$ cat src/rtl/spi_reg_pkg.sv
package spi_reg_pkg;
  localparam int unsigned WORD_W   = 8;
  localparam int unsigned ADDR_W   = 5;
  localparam int unsigned N_REGS   = 1 << ADDR_W;
  localparam int unsigned CMD_BIT  = 7;
  localparam int unsigned RD_BIT   = 6;
  localparam int unsigned CONT_BIT = 5;
  localparam int unsigned CNT_W    = $clog2(WORD_W);

  typedef enum logic [1:0] {
    ST_HDR,
    ST_WDATA,
    ST_RDATA,
    ST_SKIP
  } txn_state_e;
endpackage

$ cat src/rtl/spi_in_sync.sv
module spi_in_sync #(
  parameter int unsigned STAGES = 2
) (
  input  logic clk_i,
  input  logic rst_ni,
  input  logic sclk_i,
  input  logic cs_ni,
  input  logic mosi_i,
  output logic sclk_rise_o,
  output logic sclk_fall_o,
  output logic cs_active_o,
  output logic mosi_o
);
  localparam int unsigned LAST = STAGES - 1;

  logic [STAGES-1:0] sclk_p, cs_p, mosi_p;
  logic              sclk_d;

  generate
    if (STAGES == 1) begin : g_one
      always_ff @(posedge clk_i or negedge rst_ni) begin
        if (!rst_ni) begin
          sclk_p <= '0;
          cs_p   <= '1;
          mosi_p <= '0;
        end else begin
          sclk_p <= sclk_i;
          cs_p   <= cs_ni;
          mosi_p <= mosi_i;
        end
      end
    end else begin : g_chain
      always_ff @(posedge clk_i or negedge rst_ni) begin
        if (!rst_ni) begin
          sclk_p <= '0;
          cs_p   <= '1;
          mosi_p <= '0;
        end else begin
          sclk_p <= {sclk_p[STAGES-2:0], sclk_i};
          cs_p   <= {cs_p[STAGES-2:0], cs_ni};
          mosi_p <= {mosi_p[STAGES-2:0], mosi_i};
        end
      end
    end
  endgenerate

  always_ff @(posedge clk_i or negedge rst_ni) begin
    if (!rst_ni) sclk_d <= 1'b0;
    else         sclk_d <= sclk_p[LAST];
  end

  assign sclk_rise_o = sclk_p[LAST] & ~sclk_d;
  assign sclk_fall_o = ~sclk_p[LAST] & sclk_d;
  assign cs_active_o = ~cs_p[LAST];
  assign mosi_o      = mosi_p[LAST];
endmodule

$ cat src/rtl/spi_word_shift.sv
module spi_word_shift
  import spi_reg_pkg::*;
(
  input  logic              clk_i,
  input  logic              rst_ni,
  input  logic              cs_active_i,
  input  logic              sclk_rise_i,
  input  logic              sclk_fall_i,
  input  logic              mosi_i,
  input  logic              load_i,
  input  logic [WORD_W-1:0] load_data_i,
  output logic              word_done_o,
  output logic [WORD_W-1:0] word_o,
  output logic              miso_o
);
  logic [CNT_W-1:0]  bit_cnt;
  logic [WORD_W-1:0] rx_sh, tx_sh;
  logic [WORD_W-1:0] rx_next;

  assign rx_next = {rx_sh[WORD_W-2:0], mosi_i};

  always_ff @(posedge clk_i or negedge rst_ni) begin
    if (!rst_ni) begin
      bit_cnt     <= '0;
      rx_sh       <= '0;
      word_o      <= '0;
      word_done_o <= 1'b0;
    end else begin
      word_done_o <= 1'b0;
      if (!cs_active_i) begin
        bit_cnt <= '0;
        rx_sh   <= '0;
      end else if (sclk_rise_i) begin
        rx_sh   <= rx_next;
        bit_cnt <= bit_cnt + 1'b1;
        if (bit_cnt == CNT_W'(WORD_W - 1)) begin
          word_o      <= rx_next;
          word_done_o <= 1'b1;
        end
      end
    end
  end

  // MISO moves only after a detected falling edge
  always_ff @(posedge clk_i or negedge rst_ni) begin
    if (!rst_ni) begin
      tx_sh  <= '0;
      miso_o <= 1'b0;
    end else if (!cs_active_i) begin
      tx_sh  <= '0;
      miso_o <= 1'b0;
    end else if (load_i) begin
      tx_sh <= load_data_i;
    end else if (sclk_fall_i) begin
      miso_o <= tx_sh[WORD_W-1];
      tx_sh  <= {tx_sh[WORD_W-2:0], 1'b0};
    end
  end
endmodule

$ cat src/rtl/spi_txn_ctrl.sv
module spi_txn_ctrl
  import spi_reg_pkg::*;
(
  input  logic              clk_i,
  input  logic              rst_ni,
  input  logic              cs_active_i,
  input  logic              word_done_i,
  input  logic [WORD_W-1:0] word_i,
  output logic              reg_we_o,
  output logic              reg_re_o,
  output logic [ADDR_W-1:0] reg_addr_o,
  output logic [WORD_W-1:0] reg_wdata_o,
  output logic              cmd_valid_o,
  output logic [ADDR_W-1:0] cmd_code_o
);
  txn_state_e state_q;
  logic       cont_q;
  logic       inc_q;

  always_ff @(posedge clk_i or negedge rst_ni) begin
    if (!rst_ni) begin
      state_q     <= ST_HDR;
      cont_q      <= 1'b0;
      inc_q       <= 1'b0;
      reg_we_o    <= 1'b0;
      reg_re_o    <= 1'b0;
      reg_addr_o  <= '0;
      reg_wdata_o <= '0;
      cmd_valid_o <= 1'b0;
      cmd_code_o  <= '0;
    end else begin
      reg_we_o    <= 1'b0;
      reg_re_o    <= 1'b0;
      cmd_valid_o <= 1'b0;
      inc_q       <= 1'b0;
      // post-write increment keeps the address steady during the strobe
      if (inc_q) reg_addr_o <= reg_addr_o + 1'b1;
      if (!cs_active_i) begin
        state_q <= ST_HDR;
      end else if (word_done_i) begin
        case (state_q)
          ST_HDR: begin
            if (word_i[CMD_BIT]) begin
              cmd_valid_o <= 1'b1;
              cmd_code_o  <= word_i[ADDR_W-1:0];
              state_q     <= ST_SKIP;
            end else begin
              reg_addr_o <= word_i[ADDR_W-1:0];
              cont_q     <= word_i[CONT_BIT];
              if (word_i[RD_BIT]) begin
                reg_re_o <= 1'b1;
                state_q  <= ST_RDATA;
              end else begin
                state_q  <= ST_WDATA;
              end
            end
          end
          ST_WDATA: begin
            reg_we_o    <= 1'b1;
            reg_wdata_o <= word_i;
            inc_q       <= cont_q;
            if (!cont_q) state_q <= ST_HDR;
          end
          ST_RDATA: begin
            if (cont_q) begin
              reg_addr_o <= reg_addr_o + 1'b1;
              reg_re_o   <= 1'b1;
            end else begin
              state_q <= ST_HDR;
            end
          end
          default: ;
        endcase
      end
    end
  end
endmodule

$ cat src/rtl/spi_reg_slave.sv
module spi_reg_slave
  import spi_reg_pkg::*;
#(
  parameter int unsigned        SYNC_STAGES = 2,
  parameter logic [N_REGS-1:0]  CLR_MASK    = 32'h0000_9000
) (
  input  logic              clk_i,
  input  logic              rst_ni,
  input  logic              sclk_i,
  input  logic              cs_ni,
  input  logic              mosi_i,
  output logic              miso_o,
  output logic              reg_we_o,
  output logic              reg_re_o,
  output logic              rd_clr_o,
  output logic [ADDR_W-1:0] reg_addr_o,
  output logic [WORD_W-1:0] reg_wdata_o,
  input  logic [WORD_W-1:0] reg_rdata_i,
  output logic              cmd_valid_o,
  output logic [ADDR_W-1:0] cmd_code_o
);
  logic              sclk_rise, sclk_fall, cs_active, mosi_s;
  logic              word_done;
  logic [WORD_W-1:0] word;

  spi_in_sync #(.STAGES(SYNC_STAGES)) u_sync (
    .clk_i       (clk_i),
    .rst_ni      (rst_ni),
    .sclk_i      (sclk_i),
    .cs_ni       (cs_ni),
    .mosi_i      (mosi_i),
    .sclk_rise_o (sclk_rise),
    .sclk_fall_o (sclk_fall),
    .cs_active_o (cs_active),
    .mosi_o      (mosi_s)
  );

  spi_word_shift u_shift (
    .clk_i       (clk_i),
    .rst_ni      (rst_ni),
    .cs_active_i (cs_active),
    .sclk_rise_i (sclk_rise),
    .sclk_fall_i (sclk_fall),
    .mosi_i      (mosi_s),
    .load_i      (reg_re_o),
    .load_data_i (reg_rdata_i),
    .word_done_o (word_done),
    .word_o      (word),
    .miso_o      (miso_o)
  );

  spi_txn_ctrl u_ctrl (
    .clk_i       (clk_i),
    .rst_ni      (rst_ni),
    .cs_active_i (cs_active),
    .word_done_i (word_done),
    .word_i      (word),
    .reg_we_o    (reg_we_o),
    .reg_re_o    (reg_re_o),
    .reg_addr_o  (reg_addr_o),
    .reg_wdata_o (reg_wdata_o),
    .cmd_valid_o (cmd_valid_o),
    .cmd_code_o  (cmd_code_o)
  );

  assign rd_clr_o = reg_re_o & CLR_MASK[reg_addr_o];
endmodule

$ cat config.mk
export PLATFORM = sky130hd
export DESIGN_NAME = spi_reg_slave
export DESIGN_NICKNAME = d
export VERILOG_FILES = /design/src/rtl/spi_reg_pkg.sv /design/src/rtl/spi_in_sync.sv /design/src/rtl/spi_word_shift.sv /design/src/rtl/spi_txn_ctrl.sv /design/src/rtl/spi_reg_slave.sv
export SDC_FILE = /design/constraint.sdc
export NUM_CORES = 1
export LEC_CHECK = 0
export ABC_CLOCK_PERIOD_IN_PS = 2000
export CAP_MARGIN = 20
export CORE_ASPECT_RATIO = 1.25
export CORE_MARGIN = 2
export CORE_UTILIZATION = 54
export DETAILED_ROUTE_END_ITERATION = 16
export PLACE_DENSITY = 0.85
export REMOVE_ABC_BUFFERS = 1
export SLEW_MARGIN = 20
export SYNTH_ARGS = -nofsm -noshare
export SYNTH_HDL_FRONTEND = slang
export SYNTH_SLANG_ARGS = --single-unit
$ cat constraint.sdc
create_clock -name clk_i -period 2 [get_ports clk_i]
set_clock_uncertainty 0.1 [all_clocks]
set_input_delay 0.2 -clock clk_i [delete_from_list [all_inputs] [get_ports clk_i]]
set_output_delay 0.2 -clock clk_i [all_outputs]
set_load 0.1 [all_outputs]
==> flow_metrics.env, run 1 <==
export IMPL_fin_nets=283
export IMPL_area_delta_synth_final_pct=23.7
export IMPL_ioPinCount=36
export IMPL_overflow=0
export IMPL_critical_path_arrival_ns=1.53
export IMPL_regToRegStartpoint="u_ctrl.state_q[0]"
export IMPL_cp_required_ns=1.70
export IMPL_cts_inserted_buffers=9
export IMPL_r2r_end="u_ctrl.reg_addr_o[3]"
export IMPL_synth_enable_flop_cells=0
export IMPL_syn_avg_cell_area_um2=11.9
export IMPL_synthTopCellsByCount="dfrtp_1 (58), nand2_1 (32), mux2_2 (22)"
export IMPL_maxCapViolations=0
export IMPL_startpoint_type="flop"
export IMPL_grt_use_total_pct=21.0
export IMPL_dp_hpwl_um=3450
export IMPL_criticalPathCategory="flop to output port"
export IMPL_clk_path_buf_depth=2
export IMPL_die_w_um=66.2
export IMPL_synth_cell_types=36
export IMPL_fp_dieH_um=81.8
export IMPL_critPathMaxStageDelay_ns=0.44
export IMPL_netlist_instances=219
export IMPL_cp_slowest_cell="dfrtp_1"
export IMPL_numPortBuffers=35
export IMPL_power_density_nw_per_um2=755
export IMPL_dieArea_um2=5420
export IMPL_yosysWarnings=0
export IMPL_core_area_um2=4690
export IMPL_slew_violations=0
export IMPL_critPathTopFamily="flip-flops"
export IMPL_postSynth_asyncResetShare_pct=100
export IMPL_nFillCells=343
export IMPL_grt_pass1_wl_um=8380
export IMPL_muxShareOfSynthArea_pct=12.9
export IMPL_outcome="finished, final reports clean"
export IMPL_synth_top_family_by_area="multiplexers"
export IMPL_finalWirelength_um=4880
export IMPL_antenna_cells=0
export IMPL_fp_row_count=28
export IMPL_post_synth_top_count_cell="dfrtp_1"
export IMPL_path_clk_slew_ns=0.07
export IMPL_p_total_mw=2.44
export IMPL_cts_tree="built"
export IMPL_clk_latency_ns=0.32
export IMPL_end_kind="output port"
export IMPL_grt_antenna_before_repair=0
export IMPL_grt_pass1_vias=1769
export IMPL_synth_area_leader_cell="dfrtp_1"
export IMPL_p_leak_nw=1.52
export IMPL_ys_flop_type="dfrtp_1"
export IMPL_cts_setup_buffers=0
export IMPL_ff2ff_setup_slack_ns=0.32
export IMPL_min_from="cs_ni"
export IMPL_drcViolationCount=0
export IMPL_ant_nets=0
export IMPL_htreeDepth=3
export IMPL_maxSlewHeadroom_pct=46.3
export IMPL_ys_top_cells_by_area="dfrtp_1 (56%), mux2_2 (9.5%), nand2_1 (4.6%), mux2i_1 (3.4%), ha_1 (2.9%)"
export IMPL_hp_class="input pin to flop"
export IMPL_synthXorXnorAreaFrac_pct=2.01
export IMPL_vias_per_cell=5.47
export IMPL_synth_compound_area_share_pct=8.81
export IMPL_clkSinkCount=60
export IMPL_ys_ff_latch=60
export IMPL_synthSimpleGateAreaFrac_pct=12.5
export IMPL_synthAdderAreaFrac_pct=2.87
export IMPL_hold_path_depth=1
export IMPL_rsz0062_at_grt="no"
export IMPL_tightest_slew_ns=0.801
export IMPL_dr_first_iter_drc_count=144
export IMPL_cts_root_buf="clkbuf_8"
export IMPL_setup_viol=0
export IMPL_cts_hold_buf=1
export IMPL_fmax_ghz=0.547
export IMPL_gp_congestion=0.791
export IMPL_drive_above_1_share_pct=28.6
export IMPL_crit_fanout=6
export IMPL_firstDrtPassIters=4
export IMPL_grt_max_degree=32
export IMPL_crit_buf_inv=1
export IMPL_ff2ff_path_depth=6
export IMPL_wl_per_cell_um=14.8
export IMPL_initial_core_util_pct=55.7
export IMPL_fin_crit_sh_pct=91.4
export IMPL_fin_crit_ns=1.83
export IMPL_synth_seq_area_share_pct=57.5
export IMPL_ir_drop_mv=0.529
export IMPL_hold_viol_final=0
export IMPL_ctsResizeCount=0
export IMPL_synth_area_um2=2610
export IMPL_yosysTopAreaCellShare_pct=55.5
export IMPL_hold_path_end="u_sync.cs_p[0]"
export IMPL_crit_chain="ha_1 > nor2_1 > buf_12"
export IMPL_holdWs_ns=0.176
export IMPL_num_vias=1801
[cell type report]
type | count | area [um2] | area share, %
multi-input cells | 143 | 1020 | 31.6
clock buffers | 11 | 151 | 4.68
clock inverters | 5 | 58.8 | 1.82
inverters | 5 | 18.8 | 0.580
flip-flops and latches | 60 | 1500 | 46.5
repair buffers | 45 | 403 | 12.5
well taps | 60 | 75.1 | 2.32
[worst max-delay path by stage]
stage	to	slack [ns]	from	cells past startpoint
after CTS	rd_clr_o	0.15	u_ctrl.reg_addr_o[0]	3
after detailed placement	u_ctrl.reg_addr_o[2]	0.34	u_ctrl.state_q[0]	6
after global placement	u_ctrl.reg_addr_o[2]	0.40	u_ctrl.state_q[0]	6
final	rd_clr_o	0.17	u_ctrl.reg_addr_o[0]	3
after global routing	rd_clr_o	0.08	u_ctrl.reg_addr_o[0]	3
after floorplan	rd_clr_o	-0.93	u_ctrl.reg_re_o	2
[worst reg2reg max path, stage by stage (launching register included)]
cell and delay (ns):
dfrtp_1 0.40, inv_1 0.09, ha_1 0.25, nor2b_1 0.33, buf_4 0.20, a32oi_1 0.05
o21ai_0 0.17
[placed cells by master, fill, tap and decap left out, drive strengths merged, types with 4 or more instances in the layout]
master         count
a21oi             12
a32oi              4
buf               33
clkbuf            11
clkdlybuf4s50     11
dfrtp             58
ha                 6
inv                6
mux2              22
mux2i              9
nand2             33
nand2b             5
nand3              4
nor2               6
nor2b              5
o21ai              6
o31ai              7
xnor2              5
[stage by stage]
step	util, %	worst slack [ns]	TNS [ns]	instance area, um2	cells
2_1_floorplan	-	-0.932	-1.21	2550	208
3_3_place_gp	64.2	0.396	0	3010	312
3_5_place_dp	64.2	0.338	0	3010	312
4_1_cts	68.9	0.145	0	3230	329
5_1_grt	68.9	0.0785	0	3230	329
6_report	68.9	0.171	0	3230	329
[layer usage]
metal / up-vias / track usage [%] / part of all wire, %
met1: 901 / 26.2 / 42
met3: 5 / 6.03 / 3.3
met4: 0 / 8.16 / 1.1
li1: 863 / - / -
met5: - / 0 / 0
met2: 32 / 34.6 / 53
[registers in the layout (all words and copies together), names as in the netlist]
register and flops:
u_ctrl.reg_wdata_o 8, u_shift.tx_sh 8, u_shift.word_o 8, u_shift.rx_sh 7, u_ctrl.cmd_code_o 5, u_ctrl.reg_addr_o 5
u_shift.bit_cnt 3, u_ctrl.state_q 2, u_sync.cs_p 2, u_sync.mosi_p 2, u_sync.sclk_p 2, u_ctrl.cmd_valid_o 1
u_ctrl.cont_q 1, u_ctrl.inc_q 1, u_ctrl.reg_re_o 1, u_ctrl.reg_we_o 1, u_shift.miso_o 1, u_shift.word_done_o 1
u_sync.sclk_d 1
[cell families (layout without fill, tap and decap cells)]
logic type,count (synthesis),count (layout)
adder cells (fa/ha/maj),6,6
multiplexers,31,31
buffers and inverters,16,66
AO/OA/AOI/OAI,35,35
flip-flops,60,60
AND/OR/NAND/NOR,65,65
XOR/XNOR,6,6
[where the power goes]
part	internal, mW	switching [mW]
clock network	0.645	0.478
registers	1.23	0.00670
logic	0.0381	0.0494
Power figures use the tool's default switching activity.
==> run 2, diff against run 1 <==
--- a/config.mk
+++ b/config.mk
@@ -10,6 +10,7 @@
 export CORE_ASPECT_RATIO = 1.25
 export CORE_MARGIN = 2
 export CORE_UTILIZATION = 54
+export CTS_CLUSTER_SIZE = 10
 export DETAILED_ROUTE_END_ITERATION = 16
 export PLACE_DENSITY = 0.85
 export REMOVE_ABC_BUFFERS = 1
==> results of run 2 <==
Same layout as run 1: the final DEF is identical, and so are final timing and power.
